<file path="src/rtl/grp_commit_pkg.sv">
package grp_commit_pkg;
  localparam int MAX_GROUPS = 16;
  localparam int DATA_W = 32;

  // Decoded write strobes from control to datapath
  typedef struct packed {
    logic [MAX_GROUPS-1:0] selWe;
    logic [MAX_GROUPS-1:0] clrWe;
    logic [MAX_GROUPS-1:0] startReq;
    logic [DATA_W-1:0]     wdata;
  } cmtStrobe_t;
endpackage

</file>
<file path="src/rtl/grp_commit_ctrl.sv">
module grp_commit_ctrl
  import grp_commit_pkg::*;
#(
  parameter int NUM_GROUPS = 4,
  parameter int ADDR_W = 8
) (
  input  logic              wrEn,
  input  logic [ADDR_W-1:0] wrAddr,
  input  logic [DATA_W-1:0] wrData,
  output cmtStrobe_t        strb
);
  localparam int IDX_W = ADDR_W - 4;
  localparam logic [ADDR_W-1:0] JOINT_ADDR = ADDR_W'(12);

  always_comb begin
    strb = '0;
    strb.wdata = wrData;
    if (wrEn) begin
      for (int g = 0; g < NUM_GROUPS; g++) begin
        if (wrAddr[ADDR_W-1:4] == IDX_W'(g)) begin
          unique case (wrAddr[3:0])
            4'h0: strb.selWe[g] = 1'b1;
            4'h4: strb.clrWe[g] = 1'b1;
            4'h8: strb.startReq[g] = wrData[0];
            default: ;
          endcase
        end
      end
      // joint start: one bit per group
      if (wrAddr == JOINT_ADDR) begin
        for (int g = 0; g < NUM_GROUPS; g++) begin
          strb.startReq[g] = strb.startReq[g] | wrData[g];
        end
      end
    end
  end
endmodule

</file>
<file path="src/rtl/grp_commit_dp.sv">
module grp_commit_dp
  import grp_commit_pkg::*;
#(
  parameter int NUM_GROUPS = 4,
  parameter int NUM_CH = 16,
  parameter int ADDR_W = 8
) (
  input  logic              clk,
  input  logic              rst,
  input  cmtStrobe_t        strb,
  input  logic [ADDR_W-1:0] rdAddr,
  output logic [DATA_W-1:0] rdData,
  output logic [NUM_CH-1:0] commitPulse,
  output logic [NUM_CH-1:0] clearPulse
);
  localparam int IDX_W = ADDR_W - 4;

  logic [NUM_CH-1:0] selReg [NUM_GROUPS];
  logic [NUM_GROUPS-1:0] clrReg;
  logic [NUM_CH-1:0] nextCommit, nextClear;

  for (genvar g = 0; g < NUM_GROUPS; g++) begin : g_grp
    always_ff @(posedge clk) begin
      if (rst) begin
        selReg[g] <= '0;
        clrReg[g] <= 1'b0;
      end else begin
        if (strb.selWe[g]) selReg[g] <= strb.wdata[NUM_CH-1:0];
        if (strb.clrWe[g]) clrReg[g] <= strb.wdata[0];
      end
    end
  end

  // merge all groups starting this cycle
  always_comb begin
    nextCommit = '0;
    nextClear = '0;
    for (int g = 0; g < NUM_GROUPS; g++) begin
      if (strb.startReq[g]) begin
        nextCommit = nextCommit | selReg[g];
        if (clrReg[g]) nextClear = nextClear | selReg[g];
      end
    end
  end

  always_ff @(posedge clk) begin
    if (rst) begin
      commitPulse <= '0;
      clearPulse <= '0;
    end else begin
      commitPulse <= nextCommit;
      clearPulse <= nextClear;
    end
  end

  always_comb begin
    rdData = '0;
    for (int g = 0; g < NUM_GROUPS; g++) begin
      if (rdAddr[ADDR_W-1:4] == IDX_W'(g)) begin
        if (rdAddr[3:0] == 4'h0) rdData[NUM_CH-1:0] = selReg[g];
        if (rdAddr[3:0] == 4'h4) rdData[0] = clrReg[g];
      end
    end
  end
endmodule

</file>
<file path="src/rtl/grp_commit.sv">
module grp_commit
  import grp_commit_pkg::*;
#(
  parameter int NUM_GROUPS = 4,
  parameter int NUM_CH = 16,
  parameter int ADDR_W = 8
) (
  input  logic              clk,
  input  logic              rst,
  input  logic              wrEn,
  input  logic [ADDR_W-1:0] wrAddr,
  input  logic [DATA_W-1:0] wrData,
  input  logic [ADDR_W-1:0] rdAddr,
  output logic [DATA_W-1:0] rdData,
  output logic [NUM_CH-1:0] commitPulse,
  output logic [NUM_CH-1:0] clearPulse
);
  cmtStrobe_t strb;

  grp_commit_ctrl #(.NUM_GROUPS(NUM_GROUPS), .ADDR_W(ADDR_W)) u_ctrl (
    .wrEn(wrEn), .wrAddr(wrAddr), .wrData(wrData), .strb(strb)
  );

  grp_commit_dp #(.NUM_GROUPS(NUM_GROUPS), .NUM_CH(NUM_CH), .ADDR_W(ADDR_W)) u_dp (
    .clk(clk), .rst(rst), .strb(strb), .rdAddr(rdAddr), .rdData(rdData),
    .commitPulse(commitPulse), .clearPulse(clearPulse)
  );
endmodule

</file>
<file path="config.mk">
export PLATFORM = sky130hd
export DESIGN_NAME = grp_commit
export DESIGN_NICKNAME = d
export VERILOG_FILES = /design/src/rtl/grp_commit_pkg.sv /design/src/rtl/grp_commit_ctrl.sv /design/src/rtl/grp_commit_dp.sv /design/src/rtl/grp_commit.sv
export SDC_FILE = /design/constraint.sdc
export NUM_CORES = 1
export LEC_CHECK = 0
export ABC_AREA = 0
export BUFFER_PORTS_ARGS = -buffer_cell sky130_fd_sc_hd__buf_2
export CORE_MARGIN = 2
export CORE_UTILIZATION = 50
export CTS_BUF_LIST = sky130_fd_sc_hd__clkbuf_8
export CTS_CLUSTER_DIAMETER = 150
export DETAILED_ROUTE_END_ITERATION = 10
export GPL_TIMING_DRIVEN = 0
export HOLD_SLACK_MARGIN = 0.06
export PLACE_DENSITY = 0.9
export SYNTH_ARGS = -nofsm -noshare
export SYNTH_HDL_FRONTEND = slang
export SYNTH_SLANG_ARGS = --single-unit
</file>
<file path="constraint.sdc">
create_clock -name clk -period 2.1 [get_ports clk]
set_input_delay 0.42 -clock clk [delete_from_list [all_inputs] [get_ports clk]]
set_output_delay 0.42 -clock clk [all_outputs]
set_load 0.03 [all_outputs]
</file>
==> Yosys cells after proc, flatten, opt, wreduce, memory -nomap -nowiden <==
Memory sizes are Yosys's and may differ from the RTL's.
Cells that the tools add are included.
{ "totals": {"latch_bits": 0, "mem_bits_rw": 64, "rom_bits": 0, "ff_bits": 36, "mem_count": 1, "out_inout_bits": 64} }
{ "memory_table": {"columns": ["memory", "words", "width", "read_ports", "rd_ports_with_merged_regs", "write_ports", "line", "source"], "rows": [
  ["u_dp.selReg", 4, 16, 4, 0, 4, "grp_commit_dp.sv:18", "logic [NUM_CH-1:0] selReg [NUM_GROUPS];"]
]} }
{ "classes": {"n_reduce_logical": 4, "n_lt_le_gt_ge": 0, "div": 0, "n_addsub": 0, "shifts": 0, "n_eq_ne": 10, "n_bitwise": 14, "n_mux": 66, "n_mul": 0} }
{ "ops": {"columns": ["operator", "count"], "rows": [
  ["16-bit 2-to-1 mux", 25],
  ["16-bit bitwise OR", 6],
  ["1-bit 2-to-1 mux", 37],
  ["4-bit by 2-bit equality test with 1-bit output (second input constant)", 4],
  ["4-bit logical NOT", 4],
  ["4-bit 2-to-1 mux", 4],
  ["4-bit by 1-bit equality test with 1-bit output (second input constant)", 2],
  ["4-bit by 3-bit equality test with 1-bit output (second input constant)", 2],
  ["8-bit by 4-bit equality test with 1-bit output (second input constant)", 1],
  ["1-bit bitwise OR", 8],
  ["4-bit equality test (second input constant)", 1]
]} }

==> Logic depth before layout (Yosys ltp) <==
Gate-level depths: netlist (run 1).
{ "depth": {"word_depth": 17, "ltp_mapped": 9, "mapped_depth_nobuf": 5} }

==> Cells and area by module <==
A second synthesis (run 1) with hierarchy kept.
{ "hier_totals": {"cells_unflattened": 466, "hier_area_um2": 5286.3} }
{ "modules_own_cells": {"columns": ["mod", "area_per_inst_um2", "cells_each", "n_inst", "seq_area_each_um2"], "rows": [
  ["grp_commit_dp", 4585.6, 364, 1, 2642.5],
  ["grp_commit_ctrl", 700.7, 102, 1, 0.0]
]} }

==> Least setup slack after synthesis (run 1) <==
No wires, ideal clock.
{ "synth_path": {"path_type": "in2out", "start": "input rdAddr[1]", "end": "output rdData[10]", "setup_slack_ns": -0.337, "stages": 4, "arrival_time_ns": 2.017, "t_required_ns": 1.680, "cell_sequence": "or4_1 > or3_1 > clkbuf_1 > nor2b_1"} }
{ "synth_via": {"elab_chain_len": 10} }
{ "synth_lines": {"columns": ["element", "line", "source"], "rows": [
  ["from (decl)", "grp_commit.sv:13", "input logic [ADDR_W-1:0] rdAddr,"],
  ["4-bit logical NOT (*)", "grp_commit_dp.sv:60", "if (rdAddr[3:0] == 4'h0) rdData[NUM_CH-1:0] = selReg[g];"],
  ["16-bit 2-to-1 mux", "grp_commit_dp.sv:60", null],
  ["16-bit 2-to-1 mux", "grp_commit_dp.sv:59", "if (rdAddr[ADDR_W-1:4] == IDX_W'(g)) begin"],
  ["16-bit 2-to-1 mux", "grp_commit_dp.sv:60", null],
  ["16-bit 2-to-1 mux", null, null],
  ["16-bit 2-to-1 mux", "grp_commit_dp.sv:59", null],
  ["16-bit 2-to-1 mux", "grp_commit_dp.sv:60", null],
  ["16-bit 2-to-1 mux", "grp_commit_dp.sv:59", null],
  ["16-bit 2-to-1 mux", "grp_commit_dp.sv:60", null],
  ["16-bit 2-to-1 mux (*)", "grp_commit_dp.sv:59", null],
  ["to (decl)", "grp_commit.sv:14", "output logic [DATA_W-1:0] rdData,"]
]} }
Every way passes the cells marked *; elsewhere a longest branch is shown, timed or not. The select of a mux whose other input is x is not followed.

==> Worst setup path in the final report (run 1) <==
{ "layout_path": {"start": "input rdAddr[6]", "end": "output rdData[10]"} }
{ "layout_via": {"elab_chain_len": 9, "word_cells_on_any_way": 12} }
{ "layout_lines": {"columns": ["element", "line"], "rows": [
  ["4-bit logical NOT", "grp_commit_dp.sv:59"],
  ["16-bit 2-to-1 mux", "grp_commit_dp.sv:59"],
  ["16-bit 2-to-1 mux", "grp_commit_dp.sv:60"],
  ["16-bit 2-to-1 mux", null],
  ["16-bit 2-to-1 mux", "grp_commit_dp.sv:59"],
  ["16-bit 2-to-1 mux", "grp_commit_dp.sv:60"],
  ["16-bit 2-to-1 mux", "grp_commit_dp.sv:59"],
  ["16-bit 2-to-1 mux", "grp_commit_dp.sv:60"],
  ["16-bit 2-to-1 mux (*)", "grp_commit_dp.sv:59"]
]} }
Marks and branches as above.

==> results of run 1 <==
## layout by cell type, fill, tap and decap left out, types with 6 or more instances in the layout
cell,netlist,layout
dfxtp_1,36,34
nor2b_4,0,11
nor2_1,10,6
and2_1,67,67
buf_6,4,16
buf_2,8,68
edfxtp_1,64,64
a32oi_1,17,17
a221o_1,17,17
clkbuf_8,0,9
a222oi_1,6,6
conb_1,1,16
mux4_2,17,17
a22o_1,10,10
nand2_1,27,27
buf_4,16,32
a32o_1,7,7
## kinds of logic after synthesis
logic type,count (synthesis)
AOI/OAI and AO/OA,64
buffers and inverters,43
DFF,100
muxes,22
other,1
and+or+nand+nor,146
## how the worst max path moves through the flow
stage,end,depth (start not counted)
2_1_floorplan,rdData[15],3
3_3_place_gp,rdData[9],5
3_5_place_dp,rdData[8],5
4_1_cts,rdData[10],6
5_1_grt,rdData[10],6
6_report,rdData[10],6
## power by group through the flow
stage	Combinational [W]	Clock, W	Sequential, W
after floorplan	0.000201	0	0.00223
after global placement	0.000279	0	0.00224
after detailed placement	0.000286	0	0.00225
after CTS	0.000304	0.00147	0.00220
after global routing	0.000336	0.00155	0.00222
final	0.000318	0.00150	0.00221
## metrics by stage
step	util (%)	cells
after global placement	59.6	599
after detailed placement	59.6	599
after floorplan	-	391
after CTS	64.2	622
final	64.7	624
after global routing	64.7	624
## metal layers
layer	up-vias	routed length, um	GRT usage (%)	part of all wire [%]
li1	1640	-	-	-
met1	1820	4680	32.1	34
met2	336	6670	44.2	49
met3	67	1800	5.88	13
met4	0	558	12.6	4.1
met5	-	0	0	0
## cell type report
class                           instances  share of cell area [%]
Buffer                                 39                    5.14
Clock buffer                            9                    2.05
Clock inverter                          7                    2.03
Inverter                                3                   0.187
Multi-Input combinational cell        248                    34.5
Sequential cell                       100                    43.9
Tap cell                              129                    2.67
Timing Repair Buffer                   89                    9.54
## sequential cells by signal, summed over array words and instances, names as in the netlist
| register | cells |
|---|---|
| u_dp.clrReg | 4 |
| u_dp.commitPulse | 16 |
| u_dp.selReg | 64 |
| u_dp.clearPulse | 16 |
## worst reg2reg max path, delay by kind of cell (launching register included)
kind	cells	cell delay, ps
buffers and inverters	1	340
AND/OR/NAND/NOR	1	100
AO/OA/AOI/OAI	2	520
flip-flops	1	410
## repair_timing
action / 4_1_cts / 5_1_grt
buffers inserted: 7 / 2
setup endpoints to repair: 17 / 49
pin swaps: 2 / 2
gates cloned: 1 / 0
gates resized for setup: 37 / 16
==> qor.yml, run 1 <==
setup_path:
  critPathTopFamily: "simple AND/OR/NAND/NOR gates"
  r2r_cells: 4
  reg2reg_from: "u_dp.clrReg[3]"
  slowest_stage: "or4_4"
  timing.rr.end: "u_dp.clearPulse[1]"
  max_stage_delay_ps: 520
  cp_cell_sequence: "buf_6 > or4_4 > or3_4 > clkbuf_16 > nor2b_4 > buf_6"
  cp-start-kind: "input port"
  cp.arrival_ps: 1930
  critical_path.most_common_cell: "buf_6"
  rrSetupSlack_ps: 670
  crit_fanout: 5
  worstPathRequired_ps: 1680
  crit_type: "input port to primary output"
  cp_num_buf_inv: 3
  worst_setup_path_end_kind: "primary output"
  crit_start: "rdAddr[6]"
logic_synthesis:
  synth.avg_cell_area_um2: 12.9
  synth-edff-count: 64
  yosys-top-cells-area: "edfxtp_1 (40%), dfxtp_1 (15%), and2_1 (8.7%)"
  synth_top_area_share_pct: 39.7
  yosys.cell_count.top_type: "and2_1"
  synth_compound_area_share_pct: 12.3
  synth_ff_type: "edfxtp_1"
  synth_mux_area_share_pct: 8.95
  yosysUniqueCellTypes: 44
  post-synth-top-area-cell: "edfxtp_1"
  ys_async_sr_fraction_pct: 0
  yosys.area_share.xor_xnor_pct: 0
  yosys.area_share.simple_pct: 18.1
  syn_inst: 376
  synth-seq-area-share_pct: 54.6
  synth_top_family_by_area: "simple AND/OR/NAND/NOR gates"
  yosys_warnings: 0
  synth_area_um2: 4840
  yosys_register_bits: 100
  synth_fa_ha_area_share_pct: 0
  synth_commonest_cells: "and2_1 (67), edfxtp_1 (64), dfxtp_1 (36)"
floorplan:
  die-width_um: 102
  start_util_pct: 51.9
  io_pins: 115
  die_area_um2: 10500
  chipHeight_um: 102
  rows: 35
  core_um2: 9330
status:
  violations: "negative setup slack"
  status: "finished, violations left"
pwr:
  p_leak_nw: 2.54
  seqPwrFrac_pct: 54.9
  powerDensity_nw_per_um2: 667
  p_total_w: 0.00403
  peakVddDrop_mv: 0.378
  p_int_w: 0.00310
  pwr-share-comb_pct: 7.9
  pwr-share-clk_pct: 37.2
  p_switching_w: 0.000928
  p_sw_share_pct: 23.0
job:
  maxCapViolations: 0
sta:
  hold_ws_ps: 330
  final.setup_skew_ps: 8.41
  max_slew_margin_pct: 42.2
  drv_slew: 0
  period_minus_slack_ps: 2350
  tightest_slew_ps: 867
  period_share_pct: 112
  rsz0062_at_grt: "true"
  setup_viol: 16
  fmax_ghz: 0.426
  hold_violations: 0
  layout_setup_ws_ps: -245
  fin_tns_setup_ps: -3350
place:
  port_buffers: 79
  placed_area_um2: 5560
  dp_hpwl_mm: 8.72
  dp_slack_ps: -437
  gp_congestion: 0.918
route:
  ant_nets: 0
  vias: 3863
  dr.pass1.iters: 5
  drt_iter0_markers: 712
  wl_mm: 13.7
  wire_per_inst_um: 22.0
  drc: 0
  viasPerCell: 6.19
hold_path:
  hold_class: "input port to flop"
  min_to: "u_dp.clrReg[0]"
  holdPathStages: 3
  hold_path.startpoint: "wrData[0]"
finish:
  areaGrowthSynthToFinish_pct: 24.7
  final_nets: 541
  finalInstanceArea_um2: 6040
  drive_above_1_share_pct: 38.0
  fillerInstances: 647
  n_antenna_cell: 0
  multi_input_area_um2: 2080
  ff_latch_area_um2: 2650
global_route:
  grt_use_total_pct: 26.3
  grt_max_degree: 18
  grt_overflow: 0
  grt_pass1_vias: 3679
  antenna_found_initial: 0
  grt_pass1_wl_mm: 20.0
clocking:
  htreeDepth: 3
  cts_tree: "built"
  clock_latency_ps: 370
  clock-sinks: 100
  clk_pin_slew_worst_paths_ps: 100
  cts_buffers: 9
  cts_hold_buffers: 0
  cts_max_path_buffers: 2
  root_buffer: "clkbuf_8"
Note: power is estimated with default switching activity, not from simulation.
==> run 2, diff against run 1 <==
--- a/config.mk
+++ b/config.mk
@@ -6,7 +6,7 @@
 export NUM_CORES = 1
 export LEC_CHECK = 0
 export ABC_AREA = 0
-export BUFFER_PORTS_ARGS = -buffer_cell sky130_fd_sc_hd__buf_2
+export BUFFER_PORTS_ARGS = -buffer_cell sky130_fd_sc_hd__buf_4
 export CORE_MARGIN = 2
 export CORE_UTILIZATION = 50
 export CTS_BUF_LIST = sky130_fd_sc_hd__clkbuf_8
==> run 2 against run 1 <==
The flow still finishes with violations (negative setup slack). Routed wire length up 0.31%. Fmax about the same. Sequential share of layout area down 0.93 points. Die area unchanged. Worst hold slack better by 1.6 ps. Via count about the same. Largest cell class unchanged.
==> qor.yml, run 2 (synthesized netlist as in run 1, its figures left out) <==
status:
  status: "finished, violations left"
  violations: "negative setup slack"
sta:
  rsz0062_at_grt: "true"
  tightest_slew_ps: 848
  layout_setup_ws_ps: -247
  hold_violations: 0
  max_slew_margin_pct: 43.5
  period_share_pct: 112
  drv_slew: 0
  period_minus_slack_ps: 2350
  final.setup_skew_ps: 8.63
  fmax_ghz: 0.426
  setup_viol: 16
finish:
  largest_reg_flops: 64
  top_register: "u_dp.selReg"
  multi_input_area_um2: 2080
  layout_commonest_cell: "buf_4"
  reg_top3: "u_dp.selReg: 64 flops, u_dp.clearPulse: 16 flops, u_dp.commitPulse: 16 flops"
  areaGrowthSynthToFinish_pct: 27.2
  fin_cells: 623
  final_nets: 540
  drive_above_1_share_pct: 37.7
  n_antenna_cell: 0
  utilization_pct: 66.0
  fillerInstances: 649
  ff_latch_area_um2: 2640
  final_cell_mix: "buf_4 (88), and2_1 (67), edfxtp_1 (64), dfxtp_1 (35), nand2_1 (27)"
route:
  drc: 0
  viasPerCell: 6.21
  drt_iter0_markers: 530
  dr.pass1.iters: 6
  wire_per_inst_um: 22.1
  ant_nets: 0
  vias: 3866
  wl_mm: 13.7
floorplan:
  die_area_um2: 10500
  rows: 35
  chipHeight_um: 102
  start_util_pct: 51.9
  die-width_um: 102
  io_pins: 115
  core_um2: 9330
pwr:
  powerDensity_nw_per_um2: 629
  p_total_w: 0.00387
  peakVddDrop_mv: 0.377
  p_leak_nw: 2.54
global_route:
  grt_overflow: 0
  grt_use_total_pct: 26.5
  antenna_found_initial: 0
  grt_max_degree: 18
  grt_pass1_wl_mm: 20.0
  grt_pass1_vias: 3753
setup_path:
  cp-start-kind: "input port"
  crit_path_end: "rdData[10]"
  crit_start: "rdAddr[1]"
  worstPathRequired_ps: 1680
  worst_setup_path_end_kind: "primary output"
  crit_fanout: 5
  reg2reg_from: "u_dp.clrReg[3]"
  timing.rr.end: "u_dp.clearPulse[6]"
  cp.arrival_ps: 1930
  crit_type: "input port to primary output"
  rrSetupSlack_ps: 630
  r2r_cells: 4
clocking:
  clock-sinks: 100
  htreeDepth: 3
  root_buffer: "clkbuf_8"
  cts_tree: "built"
  cts_hold_buffers: 0
  clk_pin_slew_worst_paths_ps: 90
  clock_latency_ps: 380
  cts_buffers: 9
  cts_max_path_buffers: 2
place:
  placedCellCount: 599
  gp_congestion: 0.918
  dp_hpwl_mm: 8.92
  port_buffers: 79
hold_path:
  hold_class: "input port to flop"
job:
  maxCapViolations: 0
## run 2: changes by cell type in the layout (fill, tap and decap cells not counted), sizes merged
| cell | before | now |
|---|---|---|
| clkinv | 2 | 3 |
| bufinv | 3 | 2 |
| clkbuf | 18 | 19 |
| buf | 119 | 117 |
## run 2: layout make-up
type	count	share of cell area, %
well taps	129	2.62
inverters	3	0.183
multi-input cells	248	33.8
clock inverters	7	1.48
flip-flops and latches	100	42.9
plain buffers	39	5.02
clock buffers	9	2.01
repair buffers	88	12.0
## run 2: repair_timing
action,in CTS,in global routing
cloned,1,0
pin swaps,2,3
buffers inserted,6,2
gates resized for setup,20,19
setup endpoints to repair,19,56
## run 2: critical path: stages
cell	delay [ps]
buf_6	90
or4_4	530
or3_4	410
clkbuf_16	200
nor2b_4	130
buf_6	140
## run 2: routing by layer
layer	vias up	part of all wire, %	global-route usage, %
met5	-	0	0
met4	0	3.7	13.4
met3	62	13	5.54
met2	357	50	44.9
met1	1810	34	32.2
li1	1637	-	-
## run 2: how the worst min path moves through the flow
stage	depth (start not counted)	end	start
after CTS	3	u_dp.clrReg[3]	wrData[0]
after detailed placement	2	u_dp.commitPulse[4]	u_dp.selReg[3][4]
after floorplan	2	u_dp.commitPulse[12]	u_dp.selReg[3][12]
final	3	u_dp.clrReg[3]	wrData[0]
after global placement	2	u_dp.commitPulse[8]	u_dp.selReg[3][8]
after global routing	2	u_dp.selReg[3][14]	wrData[14]
## run 2: per-stage QoR
step	area (um^2)	worst slack (ps)	TNS [ps]	hold WS (ps)
floorplan	5010	-102	-1070	453
global placement	5760	-419	-21230	478
detailed placement	5760	-441	-29250	496
CTS	6100	-296	-3760	323
global route	6160	-266	-3520	332
finish	6160	-247	-3150	331
## run 2: report_power, final
part	switching, W	internal, W
logic	0.000166	0.000163
clock network	0.000663	0.000669
registers	0.0000578	0.00215
total	0.000886	0.00298
==> run 3, diff against run 2 <==
--- a/config.mk
+++ b/config.mk
@@ -5,8 +5,8 @@
 export SDC_FILE = /design/constraint.sdc
 export NUM_CORES = 1
 export LEC_CHECK = 0
-export ABC_AREA = 0
 export BUFFER_PORTS_ARGS = -buffer_cell sky130_fd_sc_hd__buf_4
+export CORE_ASPECT_RATIO = 1.4
 export CORE_MARGIN = 2
 export CORE_UTILIZATION = 50
 export CTS_BUF_LIST = sky130_fd_sc_hd__clkbuf_8
==> run 3 against run 2 <==
The flow still finishes with violations (negative setup slack). Largest power group unchanged. Sequential power hardly changed. Sequential cell count is the same. Routed wire length down 3.4%. Combinational power down 1%. Register-to-register slack gained 40 ps. Critical path depth unchanged. Utilization down 1.7 points. Clock-buffer cell count did not move. Sequential share of layout area up 0.57 points. First-iteration DRC count down 2.3%.
==> qor.yml, run 3 (synthesized netlist as in run 1, its figures left out) <==
status:
  status: "finished, violations left"
  violations: "negative setup slack"
route:
  drc: 0
  wire_per_inst_um: 22.0
  wl_met2_mm: 6.57
  wl_mm: 13.3
  viasPerCell: 6.40
  dr.pass1.iters: 9
  drt-met1-wl_mm: 4.67
  dr.max_layer_used: "met4"
  ant_nets: 0
  dr_wl_met3_mm: 1.38
  vias: 3864
  drt_iter0_markers: 518
clocking:
  cts_max_path_buffers: 2
  cts_tree: "built"
  cts_buffers: 9
  root_buffer: "clkbuf_8"
  clk_pin_slew_worst_paths_ps: 90
  cts_hold_buffers: 0
  htreeDepth: 3
  clock_latency_ps: 380
  clock-sinks: 100
sta:
  hold_ws_ps: 312
  rsz0062_at_grt: "true"
  final.setup_skew_ps: 8.66
  fin_tns_setup_ps: -3110
  setup_viol: 16
  period_share_pct: 113
  hold_violations: 0
  tightest_slew_ps: 829
  max_slew_margin_pct: 44.8
  layout_setup_ws_ps: -270
  fmax_ghz: 0.422
  period_minus_slack_ps: 2370
  drv_slew: 0
global_route:
  antenna_found_initial: 0
  grt_use_total_pct: 26.1
  grt_pass1_vias: 3689
  grt_pass1_wl_mm: 20.5
  grt_max_degree: 17
  grt_overflow: 0
pwr:
  p_total_w: 0.00361
  powerDensity_nw_per_um2: 594
  p_leak_nw: 2.53
  peakVddDrop_mv: 0.342
setup_path:
  critPathTopFamily: "simple AND/OR/NAND/NOR gates"
  worstPathRequired_ps: 1680
  crit_fanout: 5
  critical_path.most_common_cell: "buf_6"
  slowest_stage: "or4_4"
  max_stage_delay_ps: 530
  cp.arrival_ps: 1950
  cp-start-kind: "input port"
  worst_setup_path_end_kind: "primary output"
  crit_type: "input port to primary output"
  cp_num_buf_inv: 3
  cp_cell_sequence: "buf_6 > or4_4 > or3_4 > clkbuf_16 > nor2b_4 > buf_6"
floorplan:
  io_pins: 115
  chipHeight_um: 120
  rows: 42
  die_area_um2: 10500
  core_um2: 9460
  die-width_um: 87.2
  start_util_pct: 51.2
job:
  maxCapViolations: 0
place:
  port_buffers: 79
  placed_area_um2: 5740
  dp_hpwl_mm: 9.33
  gp_congestion: 0.994
  dp_slack_ps: -390
finish:
  final_nets: 540
  largest_reg_flops: 64
  fillerInstances: 699
  reg_top3: "u_dp.selReg: 64 flops, u_dp.clearPulse: 16 flops, u_dp.commitPulse: 16 flops"
  ff_latch_area_um2: 2650
  areaGrowthSynthToFinish_pct: 25.7
  drive_above_1_share_pct: 36.6
  n_antenna_cell: 0
  top_register: "u_dp.selReg"
  final_cell_mix: "buf_4 (87), and2_1 (67), edfxtp_1 (64), dfxtp_1 (34), nand2_1 (27)"
  multi_input_area_um2: 2080
  layout_commonest_cell: "buf_4"
  finalInstanceArea_um2: 6090
hold_path:
  hold_class: "input port to flop"
==> run 3: final timing paths <==
kind | depth (start not counted) | start | endpoint | slack, ps
worst max-delay path | 6 | rdAddr[1] | rdData[9] | -270
worst min-delay path | 3 | wrData[0] | u_dp.clrReg[3] | 310
worst max register to register | 4 | u_dp.clrReg[1] | u_dp.clearPulse[9] | 670
worst min register to register | 2 | u_dp.selReg[0][3] | u_dp.clearPulse[3] | 520
==> run 3: tightest hold or removal path: stages <==
cell,delay [ps]
buf_6,100
mux2i_1,70
nor2_1,70
==> run 3: stage by stage <==
step	util, %	cells
after CTS	63.8	603
final	64.3	604
after floorplan	-	391
after global routing	64.3	604
after detailed placement	60.6	580
after global placement	60.6	580
==> run 3: final cells by class <==
type,count,area share [%]
Timing Repair Buffer,88,12.2
Buffer,39,4.98
Tap cell,110,2.26
Inverter,3,0.185
Sequential cell,100,43.5
Multi-Input combinational cell,248,34.3
Clock inverter,7,0.596
Clock buffer,9,2.04
==> run 3: where the power goes <==
group | internal [W] | switching, W
Combinational | 0.000163 | 0.000163
Clock | 0.000417 | 0.000655
Sequential | 0.00215 | 0.0000664
==> run 3: per-layer routing <==
layer,vias up,global-route usage (%)
met5,-,0
met4,0,12.3
met3,72,4.98
met2,358,42.8
met1,1796,33.2
li1,1638,-
==> run 3: what timing repair did <==
action,4_1_cts,5_1_grt
resized for setup,22,16
setup buffers,7,1
gates cloned,1,0
endpoints found under the setup margin,16,47
